## config.mk

```make
export PLATFORM = sky130hd
export DESIGN_NAME = pipe3_core
export DESIGN_NICKNAME = d
export VERILOG_FILES = /design/src/rtl/pipe3_pkg.sv /design/src/rtl/pipe3_alu.sv /design/src/rtl/pipe3_regfile.sv /design/src/rtl/pipe3_hazard.sv /design/src/rtl/pipe3_core.sv
export SDC_FILE = /design/constraint.sdc
export NUM_CORES = 1
export LEC_CHECK = 0
export CORE_UTILIZATION = 55
export DETAILED_ROUTE_END_ITERATION = 7
export DONT_BUFFER_PORTS = 1
export HOLD_SLACK_MARGIN = 0.1
export PLACE_DENSITY_LB_ADDON = 0.1
export SLEW_MARGIN = 20
export SYNTH_ARGS = -nofsm -noshare
export SYNTH_HDL_FRONTEND = slang
export SYNTH_HIERARCHICAL = 1
export SYNTH_SLANG_ARGS = --single-unit
export TNS_END_PERCENT = 5
```

## constraint.sdc

```tcl
create_clock -name clk -period 5 [get_ports clk]
set_clock_uncertainty 0.15 [all_clocks]
set_input_delay 1 -clock clk [delete_from_list [all_inputs] [get_ports clk]]
set_output_delay 1 -clock clk [all_outputs]
set_load 0.005 [all_outputs]
```

## src/rtl/pipe3_pkg.sv

```systemverilog
package pipe3_pkg;
    parameter int OPC_W   = 4;
    parameter int REG_W   = 4;
    parameter int NREG    = 1 << REG_W;
    parameter int INSTR_W = OPC_W + 3 * REG_W;

    typedef enum logic [OPC_W-1:0] {
        OP_ADD  = 4'd0,
        OP_SUB  = 4'd1,
        OP_AND  = 4'd2,
        OP_OR   = 4'd3,
        OP_XOR  = 4'd4,
        OP_PASS = 4'd5
    } op_e;

    typedef enum logic {
        CTL_RUN  = 1'b0,
        CTL_HOLD = 1'b1
    } ctl_e;

    typedef struct packed {
        logic             vld;
        logic [OPC_W-1:0] op;
        logic [REG_W-1:0] rd;
        logic [REG_W-1:0] ra;
        logic [REG_W-1:0] rb;
    } fetch_lat_t;
endpackage

```

## src/rtl/pipe3_alu.sv

```systemverilog
module pipe3_alu
    import pipe3_pkg::*;
#(
    parameter int DATA_W = 16
) (
    input  logic [OPC_W-1:0]  op,
    input  logic [DATA_W-1:0] a,
    input  logic [DATA_W-1:0] b,
    output logic [DATA_W-1:0] y
);
    always_comb begin
        unique case (op)
            OP_ADD:  y = a + b;
            OP_SUB:  y = a - b;
            OP_AND:  y = a & b;
            OP_OR:   y = a | b;
            OP_XOR:  y = a ^ b;
            OP_PASS: y = a;
            default: y = '0;
        endcase
    end
endmodule

```

## src/rtl/pipe3_regfile.sv

```systemverilog
module pipe3_regfile
    import pipe3_pkg::*;
#(
    parameter int DATA_W = 16
) (
    input  logic              clk,
    input  logic              rst_n,
    input  logic [REG_W-1:0]  rd_a_addr,
    input  logic [REG_W-1:0]  rd_b_addr,
    output logic [DATA_W-1:0] rd_a_data,
    output logic [DATA_W-1:0] rd_b_data,
    input  logic              wr_en,
    input  logic [REG_W-1:0]  wr_addr,
    input  logic [DATA_W-1:0] wr_data
);
    logic [DATA_W-1:0] regs [NREG];

    always_ff @(posedge clk) begin
        if (!rst_n) begin
            for (int i = 0; i < NREG; i++) begin
                regs[i] <= DATA_W'(i);
            end
        end else if (wr_en) begin
            regs[wr_addr] <= wr_data;
        end
    end

    assign rd_a_data = regs[rd_a_addr];
    assign rd_b_data = regs[rd_b_addr];
endmodule

```

## src/rtl/pipe3_hazard.sv

```systemverilog
module pipe3_hazard
    import pipe3_pkg::*;
(
    input  logic             fl_vld,
    input  logic [REG_W-1:0] fl_ra,
    input  logic [REG_W-1:0] fl_rb,
    input  logic             op_vld,
    input  logic [REG_W-1:0] op_rd,
    output ctl_e             mode
);
    logic clash;

    always_comb begin
        clash = fl_vld && op_vld && ((fl_ra == op_rd) || (fl_rb == op_rd));
        mode  = clash ? CTL_HOLD : CTL_RUN;
    end
endmodule

```

## src/rtl/pipe3_core.sv

```systemverilog
module pipe3_core
    import pipe3_pkg::*;
#(
    parameter int DATA_W = 16,
    parameter int ADDR_W = 8
) (
    input  logic               clk,
    input  logic               rst_n,
    output logic [ADDR_W-1:0]  imem_addr,
    input  logic [15:0]        imem_data,
    output logic               stall,
    output logic               retire_valid,
    output logic [3:0]         retire_dest,
    output logic [DATA_W-1:0]  retire_value
);
    localparam int OP_LSB = INSTR_W - OPC_W;
    localparam int RD_LSB = 2 * REG_W;
    localparam int RA_LSB = REG_W;

    logic [ADDR_W-1:0] pc_q;
    fetch_lat_t        fl_q;
    logic              ol_vld_q;
    logic [OPC_W-1:0]  ol_op_q;
    logic [REG_W-1:0]  ol_rd_q;
    logic [DATA_W-1:0] ol_a_q;
    logic [DATA_W-1:0] ol_b_q;

    logic [DATA_W-1:0] src_a;
    logic [DATA_W-1:0] src_b;
    logic [DATA_W-1:0] alu_y;
    fetch_lat_t        fetched;
    ctl_e              mode;

    always_comb begin
        fetched.vld = 1'b1;
        fetched.op  = imem_data[OP_LSB +: OPC_W];
        fetched.rd  = imem_data[RD_LSB +: REG_W];
        fetched.ra  = imem_data[RA_LSB +: REG_W];
        fetched.rb  = imem_data[0 +: REG_W];
    end

    pipe3_hazard u_hazard (
        .fl_vld (fl_q.vld),
        .fl_ra  (fl_q.ra),
        .fl_rb  (fl_q.rb),
        .op_vld (ol_vld_q),
        .op_rd  (ol_rd_q),
        .mode   (mode)
    );

    pipe3_regfile #(.DATA_W(DATA_W)) u_rf (
        .clk       (clk),
        .rst_n     (rst_n),
        .rd_a_addr (fl_q.ra),
        .rd_b_addr (fl_q.rb),
        .rd_a_data (src_a),
        .rd_b_data (src_b),
        .wr_en     (ol_vld_q),
        .wr_addr   (ol_rd_q),
        .wr_data   (alu_y)
    );

    pipe3_alu #(.DATA_W(DATA_W)) u_alu (
        .op (ol_op_q),
        .a  (ol_a_q),
        .b  (ol_b_q),
        .y  (alu_y)
    );

    // State register: pipeline latches and PC
    always_ff @(posedge clk) begin
        if (!rst_n) begin
            pc_q     <= '0;
            fl_q     <= '0;
            ol_vld_q <= 1'b0;
            ol_op_q  <= '0;
            ol_rd_q  <= '0;
            ol_a_q   <= '0;
            ol_b_q   <= '0;
        end else begin
            unique case (mode)
                CTL_RUN: begin
                    pc_q     <= pc_q + 1'b1;
                    fl_q     <= fetched;
                    ol_vld_q <= fl_q.vld;
                    ol_op_q  <= fl_q.op;
                    ol_rd_q  <= fl_q.rd;
                    ol_a_q   <= src_a;
                    ol_b_q   <= src_b;
                end
                CTL_HOLD: begin
                    ol_vld_q <= 1'b0;
                end
            endcase
        end
    end

    // Outputs
    always_comb begin
        imem_addr    = pc_q;
        stall        = (mode == CTL_HOLD);
        retire_valid = ol_vld_q;
        retire_dest  = ol_rd_q;
        retire_value = alu_y;
    end
endmodule

```

==> flow_summary_export.csv, run 1 <==
group,metric,value,unit
status,status,"completed",
place,place_area,18700,um^2
detailed_routing,routedWlPerCell,25.3,um
timing,setup_violations,0,
timing,slew_violations,0,
cts,cts_inserted_buffers,36,
layout,area_delta_synth_final,8.65,%
global_routing,grt_pass1_wl,71000,um
setup_path,max_stage_delay,460,ps
timing,hold_viol,0,
layout,fillers,2499,
cts,clk_latency,520,ps
place,routabilityCongestion,0.864,
setup_path,cp.required,3850,ps
synth,yosys_most_used_dff,"edfxtp_1",
setup_path,start_kind,"register",
detailed_routing,wl,46500,um
setup_path,r2r_start,"ol_op_q[1]",
floorplanning,coreArea,32600,um^2
hold_path,min_path_type,"register to register",
floorplanning,die_w,184,um
floorplanning,io-pin-count,48,
place,hpwl,31500,um
layout,finalNetCount,1436,
synth,yosysSeqAreaShare,49.3,%
floorplanning,rows,66,
setup_path,end_kind,"output port",
timing,fin_setup_tns,0,ps
layout,design_area,19900,um^2
setup_path,critPathTopFamily,"simple AND/OR/NAND/NOR gates",
detailed_routing,vias,11500,
detailed_routing,routed_via_density,6.27,
cts,clkTransAtPathRegs,60,ps
power,peakVddDrop,0.000285,V
cts,clock_path_buffers,3,
setup_path,cpMaxStageDelayCell,"or3_1",
floorplanning,initial_core_util,56.0,%
detailed_routing,ant_nets,0,
global_routing,antenna_found_initial,0,
cts,cts_hold_buf,0,
synth,postSynthAreaPerCell,13.1,um^2
timing,slew_headroom,23.7,%
cts,cts-root-buf,"clkbuf_16",
detailed_routing,drt_pass1_iterations,5,
timing,fin_ws,238,ps
synth,synth_seq_cells,322,
synth,synth_warnings,6,
global_routing,grt_util_all_layers,28.5,%
synth,synth_area,18300,um^2
timing,fin_crit_sh,95.2,%
timing,max_freq,0.210,GHz
cts,clock_sinks,322,
power,p_leak,6.93,nW
layout,antennaDiodeCount,0,
setup_path,worstPathMaxFanout,5,
global_routing,grt_pass1_vias,11500,
cts,cts_setup_buffers,0,
power,power,7.17,mW
detailed_routing,drtIter0Drc,1089,
timing,fin_crit,4760,ps
synth,synth_cell_types,59,
setup_path,reg2reg_setup_slack,1120,ps
setup_path,worst-path-buf-inv,1,
cts,htreeDepth,2,
global_routing,grt_remaining_overflow,0,
setup_path,critical_path_class,"register to output port",
timing,rsz0062_at_grt,"false",
setup_path,crit_chain,"nor3_1 -> buf_4 -> and2_1 -> nor2_1 -> xnor2_1 -> ha_1 -> nor2b_1 -> o31a_1 -> o21ai_0 -> nand2b_1 -> a21oi_1 -> nor4b_1 -> or3_1",
setup_path,startpoint,"ol_op_q[1]",
floorplanning,die-height,184,um
flow_run,maxCapViolations,0,
setup_path,arrival,3610,ps
synth,synth-edff-count,256,
synth,syn_inst,1397,
synth,synthArstFlopShare,0,%
global_routing,grt_max_degree,88,
power,power.density,361,nW/um^2
floorplanning,die_area,34000,um^2
synth,syn-num-nets,1465,
place,dp_slack,487,ps
detailed_routing,drc,0,
timing,worstMarginPinSlew,1140,ps
hold_path,hold_path_startpoint,"fl_q[16]",
layout,drive_gt1_share,17.2,%
place,io_buffers,0,
cts,cts_tree,"built",
state kept, by name, indices dropped and copies added (netlist names):
register,flops
ol_b_q,16
retire_valid,1
ol_op_q,4
retire_dest,4
ol_a_q,16
fl_q,17
u_rf/regs,256
imem_addr,8
area by class of cell:
class | instances | area, um^2 | share of cell area (%)
tap | 442 | 553 | 2.79
inverter | 40 | 150 | 0.756
timing repair buffer | 45 | 350 | 1.76
clock inverter | 16 | 136 | 0.687
clock buffer | 47 | 985 | 4.96
sequential | 322 | 9020 | 45.4
multi-input combinational | 923 | 8660 | 43.6
through the flow:
step	std cells	hold slack, ps	utilization, %
2_1_floorplan	1397	273	-
3_3_place_gp	1772	279	57.2
3_5_place_dp	1772	301	57.3
4_1_cts	1835	319	60.7
5_1_grt	1835	368	60.9
6_report	1835	315	60.9
routing by layer:
| metal | global-route usage, % | part of all wire, % | routed length (um) |
|---|---|---|---|
| met1 | 39.9 | 43 | 19800 |
| met2 | 46.8 | 49 | 22600 |
| met3 | 3.99 | 6.7 | 3120 |
| met4 | 7.53 | 2.0 | 943 |
| met5 | 0 | 0 | 0 |
logic make-up after synthesis:
logic type | synth area share (%)
compound gates | 6.68
xor+xnor | 1.86
fa+ha+maj | 3.46
buf+inv | 4.01
flops | 49.3
mux | 19.7
simple gates | 15.0
tightest hold or removal path: cells and delay by family, from the launching register on:
| family | cells | cell delay [ps] |
|---|---|---|
| flops | 1 | 310 |
| simple gates | 2 | 100 |
where the power goes:
part | leakage [nW] | total [mW] | switching, mW | internal (mW)
combinational | 3.28 | 1.52 | 0.949 | 0.567
sequential | 3.09 | 3.12 | 0.116 | 3.00
clock | 0.556 | 2.54 | 1.04 | 1.49
total | 6.93 | 7.17 | 2.11 | 5.06
placed cells by master (no fill, tap or decap), drive strengths merged, types with 47 or more instances in the layout:
master    n
a22oi    76
nor2b    68
mux2i    60
and2    232
ha       49
nand2    55
dfxtp    66
clkbuf   47
mux4    128
edfxtp  256
repair_timing:
action,in CTS,in global routing
cloned,0,0
resized for setup,1,5
endpoints found under the setup margin,1,8
synth_stat cells, types with 4 or more instances:
master	count	share of area [%]
buf_4	12	0.49
mux2i_1	60	3.3
a31oi_1	4	0.14
nand2_1	55	1.1
edfxtp_1	256	42
nand4b_1	4	0.19
nor2b_1	68	2.3
nand2b_1	16	0.55
a221oi_1	5	0.24
o32ai_1	5	0.24
inv_1	40	0.82
ha_1	49	3.4
mux4_4	6	0.82
buf_6	9	0.55
nor3_1	4	0.11
mux4_1	20	2.9
o31ai_1	6	0.25
nor3_2	4	0.22
clkbuf_4	6	0.25
xor2_1	6	0.29
a21oi_1	19	0.52
a22oi_1	76	3.1
nand4_1	6	0.21
clkbuf_1	62	1.3
mux4_2	102	13
xnor2_1	31	1.5
buf_2	18	0.49
and2_1	232	7.9
nor2_1	30	0.62
o21ai_0	38	1.0
a21o_1	6	0.25
or3_1	31	1.1
dfxtp_1	66	7.2
final timing paths:
kind,to,cells after the start
setup / recovery,retire_value[8],13
hold / removal,retire_valid,2
setup reg to reg,u_rf/regs[15][8],15
hold reg to reg,retire_valid,2
Power figures use the tool's default switching activity.
==> run 2, diff against run 1 <==
--- a/config.mk
+++ b/config.mk
@@ -5,6 +5,7 @@
 export SDC_FILE = /design/constraint.sdc
 export NUM_CORES = 1
 export LEC_CHECK = 0
+export ABC_AREA = 1
 export CORE_UTILIZATION = 55
 export DETAILED_ROUTE_END_ITERATION = 7
 export DONT_BUFFER_PORTS = 1
==> run 2 against run 1 <==
  * Design area is 6.2% higher
  * Die area is 9.0% higher
  * Flip-flop and latch count stayed put
  * Synthesized cell count is 94% higher
  * Critical path type unchanged
  * Largest power group unchanged
  * Highest routed layer unchanged
==> flow_summary_export.csv, run 2 <==
group,metric,value,unit
status,status,"completed",
cts,cts_hold_buf,0,
floorplanning,die-height,192,um
global_routing,grt_util_all_layers,33.0,%
layout,fillers,3280,
synth,yosys.area.top_type_share,38.5,%
layout,finalNonFillerCells,3095,
layout,top_register,"u_rf/regs",
timing,hold_ws,303,ps
cts,cts_resized,0,
power,power_frac_comb,24.3,%
cts,cts_tree,"built",
synth,yosysSeqAreaShare,45.2,%
layout,largest_registers,"u_rf/regs: 256 flops, fl_q: 17 flops",
setup_path,start_kind,"register",
layout,largest_reg_flops,256,
global_routing,grt_pass1_wl,93100,um
global_routing,met2_usage,52.5,%
setup_path,critical_path_class,"register to output port",
cts,clk_latency,540,ps
flow_run,maxCapViolations,0,
cts,clock_path_buffers,3,
layout,antennaDiodeCount,0,
timing,setup_violations,0,
synth,synth_commonest_cells,"nand2_1, nand3_1, inv_1",
power,switchingPower,2.63,mW
layout,mostFrequentLayoutCell,"nand2_1",
synth,yosys_most_used_dff,"edfxtp_1",
layout,final_cell_mix,"nand2_1, nand3_1, inv_1",
cts,cts_setup_buffers,0,
global_routing,use_met1,44.3,%
synth,synthTopCellsByArea,"edfxtp_1, nand2_1, nand3_1",
timing,worstMarginPinSlew,1100,ps
power,switching_share,34.1,%
timing,rsz0062_at_grt,"false",
synth,syn-num-nets,2777,
synth,synth_cell_types,45,
floorplanning,io-pin-count,48,
power,pwr-share-clk,35.1,%
global_routing,met3_usage,3.91,%
power,power.density,366,nW/um^2
global_routing,grt_remaining_overflow,0,
hold_path,min_path_type,"register to register",
floorplanning,coreArea,35700,um^2
cts,clkTransAtPathRegs,60,ps
setup_path,cp.required,3850,ps
synth,synth_seq_cells,322,
layout,utilization,59.1,%
timing,fin_crit,4440,ps
timing,fin_crit_sh,88.8,%
global_routing,grt_max_degree,129,
detailed_routing,routedWlPerCell,19.6,um
floorplanning,initial_core_util,55.9,%
synth,synth_area,19900,um^2
timing,slew_violations,0,
synth,synth_top_cell_by_area,"edfxtp_1",
global_routing,antenna_found_initial,0,
detailed_routing,drtIter0Drc,1836,
setup_path,worstPathMaxFanout,5,
floorplanning,die_w,192,um
detailed_routing,routed_via_density,5.76,
place,io_buffers,0,
global_routing,grt_pass1_vias,16900,
setup_path,end_kind,"output port",
detailed_routing,ant_nets,0,
detailed_routing,drt_pass1_iterations,6,
timing,fin_setup_tns,0,ps
power,intPower,5.08,mW
timing,hold_viol,0,
timing,slew_headroom,26.5,%
synth,synthArstFlopShare,0,%
power,peakVddDrop,0.000257,V
layout,finalNetCount,2675,
synth,syn_inst,2709,
setup_path,arrival,3290,ps
timing,max_freq,0.225,GHz
cts,cts-root-buf,"clkbuf_16",
floorplanning,die_area,37000,um^2
floorplanning,rows,69,
global_routing,grt.busiest_layer,"met2",
place,hpwl,37900,um
power,seqPwrFrac,40.5,%
power,p_leak,9.82,nW
cts,htreeDepth,2,
synth,postSynthAreaPerCell,7.36,um^2
place,dp.cells,3029,
synth,synth-edff-count,256,
detailed_routing,wl,60600,um
layout,area_delta_synth_final,5.75,%
detailed_routing,drc,0,
synth,synth_warnings,6,
cts,clock_sinks,322,
synth,synth.most_common_cell,"nand2_1",
layout,drive_gt1_share,6.61,%
place,routabilityCongestion,0.875,
cts,cts_inserted_buffers,37,
detailed_routing,vias,17800,
==> run 2: worst max-delay path: stages (launching register included) <==
cell     delay (ps)
dfxtp_1         340
inv_1           110
ha_1            190
nand3_2         100
nor3_2          330
nand3_2         160
o21ai_2         150
xor2_1          160
ha_1            310
a21oi_1         250
nand2_1         110
nand2_1          90
nand2_1          60
a21oi_1         110
nand3_1          80
nand3_1         100
nand2_1         100
==> run 2: final timing paths <==
kind         cells after the start  slack [ps]               end       from
max reg2reg                     18        1200  u_rf/regs[0][11]  ol_b_q[1]
min reg2reg                      2         300      retire_valid   fl_q[16]
min                              2         300      retire_valid   fl_q[16]
max                             16         560  retire_value[15]  ol_b_q[1]
==> run 2: power groups by stage <==
stage	Sequential [mW]	Combinational, mW	Clock, mW
after floorplan	3.14	1.33	0
after global placement	3.18	1.82	0
after global routing	3.14	2.06	2.85
after CTS	3.13	1.86	2.74
final	3.13	1.87	2.71
after detailed placement	3.18	1.85	0
==> run 2: routing by layer <==
layer | vias up | routed length [um]
met5 | - | 0
li1 | 8396 | -
met1 | 8316 | 24700
met3 | 186 | 5230
met4 | 0 | 2920
met2 | 916 | 27700
==> run 2: cell type report <==
cell class | count | area [um^2] | area share, %
clock buffers | 49 | 1080 | 5.10
well taps | 461 | 577 | 2.74
inverters | 393 | 1490 | 7.07
flip-flops and latches | 322 | 9020 | 42.8
repair buffers | 19 | 155 | 0.736
clock inverters | 17 | 144 | 0.682
multi-input cells | 1834 | 8630 | 40.9
==> run 2: cell families (layout without fill, tap and decap cells) <==
| family | after synthesis | in the layout | synth area share [%] |
|---|---|---|---|
| AO/OA/AOI/OAI | 142 | 142 | 3.99 |
| XOR/XNOR | 15 | 15 | 0.659 |
| adder cells (fa/ha/maj) | 50 | 50 | 3.17 |
| buffers and inverters | 553 | 478 | 11.6 |
| flip-flops | 322 | 322 | 45.2 |
| AND/OR/NAND/NOR | 1627 | 1627 | 35.4 |
==> run 2: metrics by stage <==
stage               power [mW]  setup WS, ps  cell area (um^2)
global placement          5.00          1110             19900
global route              8.06           196             21100
floorplan                 4.47          1590             19900
detailed placement        5.03          1110             19900
CTS                       7.72           530             21100
finish                    7.71           562             21100
